--- config.mk ---
export PLATFORM = sky130hd
export DESIGN_NAME = sdram_lp_seq
export DESIGN_NICKNAME = d
export VERILOG_FILES = /design/src/rtl/sdlp_pkg.sv /design/src/rtl/sdlp_idle_timer.sv /design/src/rtl/sdlp_emr_track.sv /design/src/rtl/sdlp_ctrl.sv /design/src/rtl/sdram_lp_seq.sv
export SDC_FILE = /design/constraint.sdc
export NUM_CORES = 1
export LEC_CHECK = 0
export BUFFER_PORTS_ARGS = -buffer_cell sky130_fd_sc_hd__buf_2
export CORE_ASPECT_RATIO = 1.4
export CORE_UTILIZATION = 56
export CTS_CLUSTER_DIAMETER = 80
export DETAILED_ROUTE_END_ITERATION = 8
export PLACE_DENSITY = 0.79
export SYNTH_ARGS = -nofsm -noshare
export SYNTH_HDL_FRONTEND = slang
export SYNTH_HIERARCHICAL = 1
export SYNTH_SLANG_ARGS = --single-unit
--- constraint.sdc ---
create_clock -name clk -period 3.5 [get_ports clk]
set_input_delay 0.35 -clock clk [delete_from_list [all_inputs] [get_ports clk]]
set_output_delay 0.35 -clock clk [all_outputs]
set_load 0.02 [all_outputs]
--- src/rtl/sdlp_pkg.sv ---
package sdlp_pkg;
  localparam int PASR_W = 3;
  localparam int TCSR_W = 2;
  localparam int DS_W   = 2;
  localparam int EMR_W  = PASR_W + TCSR_W + DS_W;

  typedef enum logic [1:0] {
    LPM_OFF  = 2'd0,
    LPM_SREF = 2'd1,
    LPM_PDN  = 2'd2,
    LPM_DPD  = 2'd3
  } lpm_e;

  typedef enum logic [2:0] {
    OP_IDLE = 3'd0,
    OP_EMRS = 3'd1,
    OP_SREF = 3'd2,
    OP_PDN  = 3'd3,
    OP_DPD  = 3'd4
  } op_e;

  typedef enum logic [2:0] {
    ST_ACT  = 3'd0,
    ST_EMR  = 3'd1,
    ST_ENT  = 3'd2,
    ST_LP   = 3'd3,
    ST_EXIT = 3'd4
  } st_e;
endpackage

--- src/rtl/sdlp_idle_timer.sv ---
module sdlp_idle_timer #(
  parameter int D1 = 64,
  parameter int D2 = 128
) (
  input  logic       clk,
  input  logic       rst_n,
  input  logic       idle,
  input  logic [1:0] sel,
  output logic       hit
);
  localparam int CW = $clog2(D2 + 1);

  logic [CW-1:0] cnt;
  logic [CW-1:0] limit;

  // setting 3 is reserved and folds onto the no-delay setting
  always_comb begin
    case (sel)
      2'd1:    limit = CW'(D1);
      2'd2:    limit = CW'(D2);
      default: limit = '0;
    endcase
  end

  always_ff @(posedge clk or negedge rst_n) begin
    if (!rst_n)            cnt <= '0;
    else if (!idle)        cnt <= '0;
    else if (cnt != limit) cnt <= cnt + CW'(1);
  end

  assign hit = idle && (cnt == limit);

  AST_TIMER_CLEAR: assert property (@(posedge clk) disable iff (!rst_n)
    !idle |=> (cnt == '0));
endmodule

--- src/rtl/sdlp_emr_track.sv ---
module sdlp_emr_track
  import sdlp_pkg::*;
(
  input  logic             clk,
  input  logic             rst_n,
  input  logic             init_done,
  input  logic [EMR_W-1:0] cfg_word,
  input  logic             commit,
  input  logic [EMR_W-1:0] commit_word,
  output logic             dirty
);
  logic [EMR_W-1:0] shadow;

  // before init the engine writes the fields itself, so the copy follows them
  always_ff @(posedge clk or negedge rst_n) begin
    if (!rst_n)          shadow <= '0;
    else if (!init_done) shadow <= cfg_word;
    else if (commit)     shadow <= commit_word;
  end

  assign dirty = init_done && (cfg_word != shadow);

  AST_NO_DIRTY_PREINIT: assert property (@(posedge clk) disable iff (!rst_n)
    !init_done |=> (shadow == $past(cfg_word)));
endmodule

--- src/rtl/sdlp_ctrl.sv ---
module sdlp_ctrl
  import sdlp_pkg::*;
#(
  parameter int EXIT_CYC = 4
) (
  input  logic             clk,
  input  logic             rst_n,
  input  logic [1:0]       cfg_mode,
  input  logic [EMR_W-1:0] cfg_word,
  input  logic             init_done,
  input  logic             bus_shared,
  input  logic             idle_hit,
  input  logic             dirty,
  input  logic             req_valid,
  input  logic             cmd_ready,
  output logic             active,
  output logic             emr_commit,
  output logic [EMR_W-1:0] emr_word,
  output logic             req_ready,
  output logic             cmd_valid,
  output logic [2:0]       cmd_op,
  output logic [EMR_W-1:0] cmd_emr,
  output logic             cke,
  output logic             clk_en,
  output logic             reinit_req
);
  localparam int XW = $clog2(EXIT_CYC + 1);

  st_e              state, nst;
  lpm_e             mode_q;
  op_e              op_q;
  logic [EMR_W-1:0] emr_q;
  logic [XW-1:0]    exit_cnt;
  logic             reinit_q;

  function automatic op_e entry_op(lpm_e m);
    case (m)
      LPM_SREF: return OP_SREF;
      LPM_PDN:  return OP_PDN;
      LPM_DPD:  return OP_DPD;
      default:  return OP_IDLE;
    endcase
  endfunction

  logic want_lp, want_emr;
  assign want_lp  = init_done && idle_hit && (lpm_e'(cfg_mode) != LPM_OFF);
  assign want_emr = (lpm_e'(cfg_mode) == LPM_SREF) && dirty && !bus_shared;

  always_comb begin
    nst = state;
    case (state)
      ST_ACT:  if (want_lp) nst = want_emr ? ST_EMR : ST_ENT;
      ST_EMR:  if (cmd_ready) nst = ST_ENT;
      ST_ENT:  if (cmd_ready) nst = ST_LP;
      ST_LP:   if (req_valid) nst = ST_EXIT;
      ST_EXIT: if (exit_cnt == '0) nst = ST_ACT;
      default: nst = ST_ACT;
    endcase
  end

  always_ff @(posedge clk or negedge rst_n) begin
    if (!rst_n) begin
      state    <= ST_ACT;
      mode_q   <= LPM_OFF;
      op_q     <= OP_IDLE;
      emr_q    <= '0;
      exit_cnt <= '0;
      reinit_q <= 1'b0;
    end else begin
      state    <= nst;
      reinit_q <= (state == ST_LP) && req_valid && (mode_q == LPM_DPD);
      case (state)
        ST_ACT: if (want_lp) begin
          mode_q <= lpm_e'(cfg_mode);
          if (want_emr) begin
            op_q  <= OP_EMRS;
            emr_q <= cfg_word;
          end else begin
            op_q <= entry_op(lpm_e'(cfg_mode));
          end
        end
        ST_EMR:  if (cmd_ready) op_q <= entry_op(mode_q);
        ST_LP:   if (req_valid) exit_cnt <= XW'(EXIT_CYC - 1);
        ST_EXIT: if (exit_cnt != '0) exit_cnt <= exit_cnt - XW'(1);
        default: ;
      endcase
    end
  end

  assign active     = (state == ST_ACT);
  assign req_ready  = (state == ST_ACT);
  assign cmd_valid  = (state == ST_EMR) || (state == ST_ENT);
  assign cmd_op     = op_q;
  assign cmd_emr    = emr_q;
  assign emr_commit = (state == ST_EMR) && cmd_ready;
  assign emr_word   = emr_q;
  assign cke        = (state != ST_LP);
  assign clk_en     = !((state == ST_LP) && (mode_q != LPM_PDN));
  assign reinit_req = reinit_q;

  AST_OFF_STAYS: assert property (@(posedge clk) disable iff (!rst_n)
    (state == ST_ACT && lpm_e'(cfg_mode) == LPM_OFF) |=> (state == ST_ACT));
  AST_WAKE: assert property (@(posedge clk) disable iff (!rst_n)
    (state == ST_LP && req_valid) |=> cke);
  AST_EMR_THEN_SREF: assert property (@(posedge clk) disable iff (!rst_n)
    (state == ST_EMR && cmd_ready) |=> (cmd_valid && cmd_op == OP_SREF));
  AST_NO_EMR_SHARED: assert property (@(posedge clk) disable iff (!rst_n)
    (state == ST_ACT && bus_shared) |=> (state != ST_EMR));
  AST_REINIT_SRC: assert property (@(posedge clk) disable iff (!rst_n)
    reinit_req |-> ($past(state) == ST_LP && $past(mode_q) == LPM_DPD));
  AST_CMD_HOLD: assert property (@(posedge clk) disable iff (!rst_n)
    (cmd_valid && !cmd_ready) |=> (cmd_valid && $stable(cmd_op) && $stable(cmd_emr) && cke));
endmodule

--- src/rtl/sdram_lp_seq.sv ---
module sdram_lp_seq
  import sdlp_pkg::*;
#(
  parameter int DELAY1   = 64,
  parameter int DELAY2   = 128,
  parameter int EXIT_CYC = 4
) (
  input  logic       clk,
  input  logic       rst_n,
  input  logic [1:0] cfg_mode,
  input  logic [1:0] cfg_idle_sel,
  input  logic [2:0] cfg_pasr,
  input  logic [1:0] cfg_tcsr,
  input  logic [1:0] cfg_ds,
  input  logic       init_done,
  input  logic       bus_shared,
  input  logic       xfer_busy,
  input  logic       req_valid,
  output logic       req_ready,
  output logic       cmd_valid,
  input  logic       cmd_ready,
  output logic [2:0] cmd_op,
  output logic [6:0] cmd_emr,
  output logic       cke,
  output logic       clk_en,
  output logic       reinit_req
);
  logic [EMR_W-1:0] cfg_word, emr_word;
  logic active, idle, idle_hit, dirty, emr_commit;

  assign cfg_word = {cfg_ds, cfg_tcsr, cfg_pasr};
  assign idle     = active && !xfer_busy && !req_valid;

  sdlp_idle_timer #(.D1(DELAY1), .D2(DELAY2)) u_timer (
    .clk(clk), .rst_n(rst_n), .idle(idle), .sel(cfg_idle_sel), .hit(idle_hit)
  );

  sdlp_emr_track u_emr (
    .clk(clk), .rst_n(rst_n), .init_done(init_done), .cfg_word(cfg_word),
    .commit(emr_commit), .commit_word(emr_word), .dirty(dirty)
  );

  sdlp_ctrl #(.EXIT_CYC(EXIT_CYC)) u_ctrl (
    .clk(clk), .rst_n(rst_n), .cfg_mode(cfg_mode), .cfg_word(cfg_word),
    .init_done(init_done), .bus_shared(bus_shared), .idle_hit(idle_hit),
    .dirty(dirty), .req_valid(req_valid), .cmd_ready(cmd_ready),
    .active(active), .emr_commit(emr_commit), .emr_word(emr_word),
    .req_ready(req_ready), .cmd_valid(cmd_valid), .cmd_op(cmd_op),
    .cmd_emr(cmd_emr), .cke(cke), .clk_en(clk_en), .reinit_req(reinit_req)
  );

  AST_READY_AWAKE: assert property (@(posedge clk) disable iff (!rst_n)
    req_ready |-> cke);
  AST_GATE_ASLEEP: assert property (@(posedge clk) disable iff (!rst_n)
    !clk_en |-> !cke);
endmodule

==> impl_results.md <==
* Status: finished clean
* Syn. warnings at 6
* Post-layout nets at 242
* Detailed Routing Iterations Pass 1 at 4
* Required @ worst endpoint at 3660 ps
* Unrepaired setup endpoints after global routing: false
* Post-Syn Nets at approximately 220
* Clock-pin slew on the worst setup and hold paths at roughly 70 ps
* Root buf cell: clkbuf_8
* Clock Power Share at a little under a quarter
* Max_cap viols at 0
* Initial DRC count at 28
* Post-route ant nets at 0
* Distinct cell type count after synthesis at 46
* Minimum clock period at about 3000 ps
* Reg-to-reg startpoint: u_ctrl/state[0]
* Syn Area/Cell at 10.4 µm²
* Period utilisation layout at ~86%
* Share of layout cells above drive strength 1 at about a quarter
* Final HPWL DP at ~2700 µm
* Vias post-DR at 1,381
* Final setup fails at 0
* Max Freq at approximately 330 MHz
* Net switching fraction of the power at a little over a third
* Post-synth EDFFs at 0
* Asr flop ratio synth at 100%
* Vias in the first global route at 1,406
* Initial antenna violation count at 0
* Dpl ws at 510 ps
* Clk sinks at 34
* Num rows at 25
* Area growth from synthesis to layout at 10.6%
* FILL cells at ~280
* Die area at approximately 3800 µm²
* Die H at around 72 µm
* Netlist Area Pre-Place at between 1500 and 2000 µm²
* Tot GR Track Use at around 22%
* CP startpoint kind: flop
* Post-cts resize count at 0
* Maximum vdd ir drop at 0.000508 V
* FF-to-FF setup slack at 480 ps
* Initial Utilization at ~59%
* Inserted Clock Buffers at 5
* Seq cells post-synth at 34
* Die Wd at 52.1 µm
* Post-layout util at 64.9%
* Leak at between 0.001 and 0.0015 µW
* HP Class: input pin to asynchronous set/reset pin
* Sw Pwr at about 450 µW
* Routed WL at around 3500 µm
* Seq/Total Area, Yosys at a little over two fifths
* CP arrival at between 3000 and 4000 ps
* Max Transition Viols Final at 0
* Most frequent cells in the layout: 34 x dfrtp_1, 32 x buf_2, 19 x nor2_1
* CORE AREA at between 3000 and 4000 µm²
* Post-synth top area cell: dfrtp_1
* Detailed-route DRC error count at 0
* Post-cts hold buffer count at 0
* Input/output buffers at 32
* Int Power at 813 µW
* Post-CTS Setup Bufs at 0
* Top-Level Pins at 33
* PnR Total Power at between 1000 and 1500 µW
* Commonest non-fill, non-tap cell in the layout: dfrtp_1
* Reg-to-reg critical path endpoint: u_ctrl/cmd_emr[5]
* Max Buffers Root-to-Sink at 2
* Flop pwr share at between 40% and 50%
* Combinational Power Share at between 30% and 40%
* Power Dens Cells at 583 nW/µm²
* TritonCTS clock tree: yes
* N_diodes at 0
* Main synth FF type: dfrtp_1
* Post-synth top area share at a little over two fifths
* Hold Fails Final Rpt at 0
* Mapped Cells at ~190
* CP endpoint kind: flop
* Global-route wire length before repair at 6150 µm
* Largest net degree at the start of global routing at 35
* Routability cong. at just under 0.8
* Drt via density at approximately 5.4
* Crit path kind: flop to flop
* GRT overflow at 0
* Worst-path fanout max at 11
* Worst setup margin at roughly 480 ps
* H-tree levels at 2
* Largest cells by area after synthesis: dfrtp_1 43%, ha_1 6.4%, mux2i_1 4.1%
* Worst-Margin Slew at 738 ps
* Max transition margin at between 50 and 60%
* Drt wl/cell at about 14 µm
* Reg2Reg Depth at 8
* Skew-Pair Late Insertion Delay at 290 ps
* Total Neg Setup Slack at 0 ps
* Worst clock skew at just over 8 ps
-- power by group through the flow --
stage	sequential, µW	clock, µW	combinational [µW]
3_5_place_dp	536	0	442
6_report	529	297	441
3_3_place_gp	530	0	438
2_1_floorplan	513	0	368
5_1_grt	541	326	492
4_1_cts	529	310	447
-- logic make-up after synthesis --
logic type,synth area share [%]
buffers and inverters,7.90
multiplexers,9.43
flip-flops,43.3
AO/OA/AOI/OAI,9.87
AND/OR/NAND/NOR,17.3
adder cells (fa/ha/maj),6.37
XOR/XNOR,5.80
-- worst max path at each step --
stage                          startpoint           endpoint  slack, ps
after floorplan           u_ctrl/state[1]    u_ctrl/state[0]       1030
after global placement    u_ctrl/state[1]  u_ctrl/cmd_emr[6]        630
after detailed placement  u_ctrl/state[1]  u_ctrl/cmd_emr[5]        510
after CTS                 u_ctrl/state[1]  u_ctrl/cmd_emr[5]        470
after global routing      u_ctrl/state[1]  u_ctrl/cmd_emr[5]        210
final                     u_ctrl/state[0]  u_ctrl/cmd_emr[5]        480
-- state kept, by name (all words and copies together), names as in the netlist --
register / cells
u_ctrl/reinit_req: 1
u_ctrl/cmd_op: 3
u_ctrl/mode_q: 2
u_timer/cnt: 8
u_emr/shadow: 7
u_ctrl/cmd_emr: 7
u_ctrl/exit_cnt: 3
u_ctrl/state: 3
-- synth_stat cells (2+ instances only) --
master and n:
xnor2_1 7, buf_2 4, nor2b_1 4, nand3b_1 3, mux2i_1 8, dfrtp_1 34, buf_4 9, a21oi_1 12
o22ai_1 2, o31ai_1 2, buf_6 2, nor2_1 19, mux2_1 7, inv_1 12, o2bb2ai_1 2, ha_1 10
xor2_1 6, o21ai_0 3, nor4bb_1 2, and3_1 3, nand2_1 6, nand3_1 8
-- stage by stage --
step / hold WS (ps) / area (µm²) / cells
floorplan: 54.4 / 1960 / 189
global placement: 456 / 2080 / 247
detailed placement: 454 / 2080 / 247
CTS: 143 / 2170 / 255
global route: 181 / 2170 / 255
finish: 119 / 2170 / 255
-- critical path: stages (launching register included) --
cell,delay [ps]
dfrtp_1,500
nor3_2,320
nor3b_2,350
nand3b_1,180
nor2_1,180
and3b_1,210
and2_1,230
nor2b_1,540
mux2_1,390
-- metal layers --
metal  wire length (µm)  part of all wire (%)  GRT usage [%]
met3                189                   5.3           6.08
met2               1810                    51           38.7
met5                  0                     0              0
met1               1490                    42           25.8
met4                 61                   1.7           9.01
-- area by class of cell --
type                       count  area [µm²]  area share [%]
clock buffer                   6        82.6            3.80
sequential                    34         851            39.1
inverter                      12        45.0            2.07
timing repair buffer          33         168            7.71
tap                           40        50.0            2.30
multi-input combinational    128         965            44.4
clock inverter                 2        12.5           0.576
(Power assumes the default switching activity.)
